[src/rtl/fsp_pkg.sv]
package fsp_pkg;
    localparam int CODE_W = 8;
    localparam int N_EVT  = 2;

    typedef enum logic [1:0] {
        PM_LEVEL = 2'b00,
        PM_ERASE = 2'b01,
        PM_PROG  = 2'b10,
        PM_BOTH  = 2'b11
    } pin_mode_e;

    typedef struct packed {
        pin_mode_e mode;
        logic      lvl;
        logic      seq_err;
        logic      prog_err;
    } pin_state_t;
endpackage

[src/rtl/fsp_cfg_decoder.sv]
module fsp_cfg_decoder
    import fsp_pkg::*;
#(
    parameter int CW = CODE_W
) (
    input  logic          wr_i,
    input  logic [CW-1:0] code_i,
    input  logic          busy_i,
    input  logic          susp_i,
    output logic          accept_o,
    output logic          reject_o,
    output pin_mode_e     mode_o
);
    localparam int MODE_W = 2;

    logic code_ok;
    logic idle;

    always_comb begin
        code_ok  = (code_i[CW-1:MODE_W] == '0);
        idle     = !busy_i && !susp_i;
        accept_o = wr_i && code_ok && idle;
        reject_o = wr_i && !(code_ok && idle);
        mode_o   = pin_mode_e'(code_i[MODE_W-1:0]);
    end
endmodule

[src/rtl/fsp_pulse_timer.sv]
module fsp_pulse_timer #(
    parameter int WIDTH_CYC = 63
) (
    input  logic clk,
    input  logic rst_n,
    input  logic clear_i,
    input  logic fire_i,
    output logic active_o
);
    localparam int CNT_W = $clog2(WIDTH_CYC + 1);
    localparam logic [CNT_W-1:0] LOAD = CNT_W'(WIDTH_CYC);

    logic [CNT_W-1:0] cnt_d, cnt_q;

    always_comb begin
        cnt_d = cnt_q;
        if (clear_i) begin
            cnt_d = '0;
        end else if (fire_i) begin
            cnt_d = LOAD;
        end else if (cnt_q != '0) begin
            cnt_d = cnt_q - 1'b1;
        end
    end

    always_ff @(posedge clk or negedge rst_n) begin
        if (!rst_n) begin
            cnt_q <= '0;
        end else begin
            cnt_q <= cnt_d;
        end
    end

    assign active_o = (cnt_q != '0);
endmodule

[src/rtl/flash_status_pin.sv]
module flash_status_pin
    import fsp_pkg::*;
#(
    parameter int PULSE_CYC = 63
) (
    input  logic              clk,
    input  logic              rst_n,
    input  logic              busy_i,
    input  logic              susp_i,
    input  logic              erase_done_i,
    input  logic              prog_done_i,
    input  logic              cfg_wr_i,
    input  logic [CODE_W-1:0] cfg_code_i,
    output logic              pin_n_o,
    output logic              seq_err_o,
    output logic              prog_err_o
);
    pin_state_t st_d, st_q;

    logic      accept;
    logic      reject;
    pin_mode_e new_mode;
    logic      fire;
    logic      pulse_active;
    logic [N_EVT-1:0] evt;
    logic [N_EVT-1:0] evt_hit;
    logic [1:0] mode_q;

    fsp_cfg_decoder #(.CW(CODE_W)) dec_i (
        .wr_i     (cfg_wr_i),
        .code_i   (cfg_code_i),
        .busy_i   (busy_i),
        .susp_i   (susp_i),
        .accept_o (accept),
        .reject_o (reject),
        .mode_o   (new_mode)
    );

    // Event i is enabled by mode bit i: bit 0 erase, bit 1 program.
    assign evt = {prog_done_i, erase_done_i};

    for (genvar i = 0; i < N_EVT; i++) begin : g_evt
        assign evt_hit[i] = evt[i] && st_q.mode[i];
    end

    assign fire = |evt_hit;

    fsp_pulse_timer #(.WIDTH_CYC(PULSE_CYC)) tmr_i (
        .clk      (clk),
        .rst_n    (rst_n),
        .clear_i  (accept),
        .fire_i   (fire),
        .active_o (pulse_active)
    );

    always_comb begin
        st_d          = st_q;
        st_d.lvl      = !busy_i || susp_i;
        st_d.seq_err  = reject;
        st_d.prog_err = reject;
        if (accept) begin
            st_d.mode = new_mode;
        end
    end

    always_ff @(posedge clk or negedge rst_n) begin
        if (!rst_n) begin
            st_q <= '{mode: PM_LEVEL, lvl: 1'b1, seq_err: 1'b0, prog_err: 1'b0};
        end else begin
            st_q <= st_d;
        end
    end

    assign mode_q     = st_q.mode;
    assign pin_n_o    = (st_q.mode == PM_LEVEL) ? st_q.lvl : !pulse_active;
    assign seq_err_o  = st_q.seq_err;
    assign prog_err_o = st_q.prog_err;
endmodule

[config.mk]
export PLATFORM = sky130hd
export DESIGN_NAME = flash_status_pin
export DESIGN_NICKNAME = d
export VERILOG_FILES = /design/src/rtl/fsp_pkg.sv /design/src/rtl/fsp_cfg_decoder.sv /design/src/rtl/fsp_pulse_timer.sv /design/src/rtl/flash_status_pin.sv
export SDC_FILE = /design/constraint.sdc
export NUM_CORES = 1
export LEC_CHECK = 0
export CAP_MARGIN = 0
export CORE_AREA = 2 2 39 41
export CTS_CLUSTER_SIZE = 8
export DETAILED_ROUTE_END_ITERATION = 8
export DIE_AREA = 0 0 41 43
export PLACE_DENSITY = 0.68
export REMOVE_ABC_BUFFERS = 1
export SLEW_MARGIN = 15
export SYNTH_ARGS = -nofsm -noshare
export SYNTH_HDL_FRONTEND = slang
export SYNTH_SLANG_ARGS = --single-unit
[constraint.sdc]
create_clock -name clk -period 4.2 [get_ports clk]
set_input_delay 1.26 -clock clk [delete_from_list [all_inputs] [get_ports clk]]
set_output_delay 1.26 -clock clk [all_outputs]
set_load 0.05 [all_outputs]
==> flow_summary.json <==
{
  "cts_buffers": 3,
  "switching_share_pct": 35.7,
  "synth_top_cell_by_area": "dfrtp_1",
  "place_congestion": 0.666,
  "min_path_cells": 1,
  "rsz0062_at_grt": "false",
  "grt_pass1_wl_mm": 1.95,
  "hold_ws_ps": 571,
  "clk_pin_slew_ps": 70,
  "avgSynthCellArea_sq_um": 10.7,
  "cp_num_buf_inv": 1,
  "core-area_sq_um": 1380,
  "ant_nets": 0,
  "yosys_register_bits": 10,
  "power.internal_uw": 248,
  "power_density_nw_per_um2": 523,
  "min-delay-start": "mode_q[0]",
  "ff2ff_path_depth": 3,
  "clockBufferDepth": 2,
  "clk_latency_ps": 270,
  "setup_viol": 0,
  "worstPathArrival_ps": 2360,
  "worstReg2RegEnd": "tmr_i.cnt_q[2]",
  "diodes": 0,
  "yosysSeqAreaShare_pct": 47.1,
  "drtPass1Iterations": 4,
  "netlist_area_sq_um": 534,
  "pwr-share-comb_pct": 38.9,
  "post-cts-setup-buffer-count": 0,
  "remaining_drc_errors": 0,
  "startpoint": "tmr_i.cnt_q[3]",
  "path_class": "flip-flop to output pin",
  "synth_top_cell_area_share_pct": 42.2,
  "critPathMaxStageDelay_ps": 830,
  "die_area_sq_um": 1760,
  "wirelength_mm": 1.09,
  "crit_slowest_cell": "clkdlybuf4s50_1",
  "wl_per_cell_microns": 12.9,
  "ys_types": 24,
  "synthCells": 50,
  "worst_clock_skew_ps": 12.0,
  "fmax_mhz": 276,
  "start_util_pct": 38.6,
  "ctsRootBufferMaster": "clkbuf_4",
  "crit_family": "buffers and inverters",
  "dr_total_vias": 456,
  "syn2layout_area_growth_pct": 38.2,
  "path_cells": "or3_4, or2_1, o21ai_0, clkdlybuf4s50_1",
  "fp.dieW_microns": 41,
  "outcome": "completed",
  "seqPwrFrac_pct": 42.9,
  "rrSetupSlack_ps": 2660,
  "p_switching_uw": 138,
  "path_max_fanout": 4,
  "finalNetCount": 87,
  "drv_cap": 0,
  "required_ps": 2940,
  "grt_pass1_vias": 459,
  "drt_iter0_drc": 8,
  "hold_violations": 0,
  "cts_tree": "yes",
  "slew_violations": 0,
  "relSlewSlack_pct": 66.6,
  "htreeDepth": 1,
  "post-route-period-util_pct": 86.2,
  "grt_antenna_before_repair": 0,
  "netlist_top_cells_area": "dfrtp_1, a211oi_1, nor4_1",
  "die_y_microns": 43,
  "start_kind": "flip-flop",
  "clkSinkCount": 10,
  "clkPwrFrac_pct": 18.3,
  "yosysWarnings": 0,
  "total_power_uw": 386,
  "port-buffer-count": 17,
  "rows": 14,
  "drive_gt1_share_pct": 10.1,
  "overflow": 0,
  "ctsResizeCount": 0,
  "holdBufCountCts": 0,
  "ir_worst_vdd_v": 0.000209,
  "end_kind": "output pin",
  "grt_usage_pct": 16.9,
  "leakage_nw": 0.292,
  "tns_ps": 0,
  "boundaryPins": 18,
  "hold_end": "mode_q[0]",
  "dp_hpwl_microns": 862,
  "grt_max_degree": 11,
  "vias_per_cell": 5.36,
  "tightest_slew_ps": 499,
  "hold_class": "flip-flop to flip-flop",
  "rr_startpoint": "tmr_i.cnt_q[3]",
  "finalCriticalPeriod_ps": 3620
}
## synthesized netlist by cell type (all sizes together)
cell / instances
buf: 2
dfstp: 1
a22o: 1
or3: 1
a211oi: 5
nor2: 3
xnor2: 3
nor3: 3
inv: 2
nand2: 1
nor3b: 1
or2: 1
and4: 1
a311oi: 1
and3: 1
o21ai: 1
nor4: 5
ha: 2
nand2b: 2
a21boi: 1
mux2: 2
a22oi: 1
dfrtp: 9
## state kept, by name, indices dropped and copies added, names as in the netlist
name / cells
mode_q: 2
tmr_i.cnt_q: 6
st_q: 1
prog_err_o: 1
## worst max-delay path by stage
stage | end | slack, ps | cells after the start
CTS | pin_n_o | 580 | 4
floorplan | pin_n_o | 800 | 3
detailed placement | pin_n_o | 880 | 4
global placement | pin_n_o | 900 | 4
global route | pin_n_o | 470 | 4
finish | pin_n_o | 580 | 4
## power by group through the flow
| stage | Combinational, mW | Clock, mW | Sequential, mW |
|---|---|---|---|
| 2_1_floorplan | 0.109 | 0 | 0.161 |
| 3_3_place_gp | 0.148 | 0 | 0.164 |
| 3_5_place_dp | 0.150 | 0 | 0.166 |
| 4_1_cts | 0.152 | 0.0737 | 0.164 |
| 5_1_grt | 0.168 | 0.0793 | 0.172 |
| 6_report | 0.150 | 0.0705 | 0.166 |
## layer usage
| metal | vias to the layer above | GRT usage, % | share of wire [%] |
|---|---|---|---|
| li1 | 227 | - | - |
| met1 | 212 | 21.1 | 43 |
| met2 | 15 | 24.7 | 52 |
| met3 | 2 | 6.28 | 4.4 |
| met4 | 0 | 8.00 | 0.91 |
| met5 | - | 0 | 0 |
## stage by stage
| stage | instances | cell area (sq um) | util, % | setup WS (ps) |
|---|---|---|---|---|
| 6_report | 85 | 738 | 53.3 | 579 |
| 4_1_cts | 85 | 738 | 53.3 | 581 |
| 2_1_floorplan | 48 | 522 | - | 795 |
| 3_5_place_dp | 81 | 712 | 51.4 | 881 |
| 5_1_grt | 85 | 738 | 53.3 | 472 |
| 3_3_place_gp | 81 | 712 | 51.4 | 904 |
## cell families (layout without fill, tap and decap cells)
group	count (synthesis)	after routing	share of synthesized area (%)
xor gates and xnor gates	3	3	4.92
DFF	10	10	47.1
and+or+nand+nor	19	19	21.3
buffers and inverters	4	23	3.75
adders and majority gates	2	2	4.68
muxes	2	2	4.22
AOI/OAI and AO/OA	10	10	14.1
## cells in the final DEF, fill, tap and decap left out
| cell | n |
|---|---|
| nor4_1 | 5 |
| a22o_1 | 1 |
| o21ai_0 | 1 |
| a211oi_1 | 5 |
| and4_1 | 1 |
| clkbuf_1 | 1 |
| a22oi_1 | 1 |
| dfstp_2 | 1 |
| clkdlybuf4s50_1 | 17 |
| a311oi_1 | 1 |
| nor2_1 | 3 |
| or2_1 | 1 |
| mux2_2 | 2 |
| dfrtp_1 | 9 |
| clkbuf_4 | 3 |
| xnor2_1 | 3 |
| ha_1 | 2 |
| and3_1 | 1 |
| or3_4 | 1 |
| a21boi_0 | 1 |
| nor3b_1 | 1 |
| nand2_1 | 1 |
| inv_1 | 2 |
| nor3_1 | 3 |
| nand2b_1 | 2 |
## cell type report
cell class,count,area [sq um]
Multi-Input combinational cell,36,263
Tap cell,16,20.0
Timing Repair Buffer,17,170
Sequential cell,10,251
Fill cell,125,646
Clock buffer,4,26.3
Inverter,2,7.51
No activity file was read; power rests on OpenSTA's default activity.
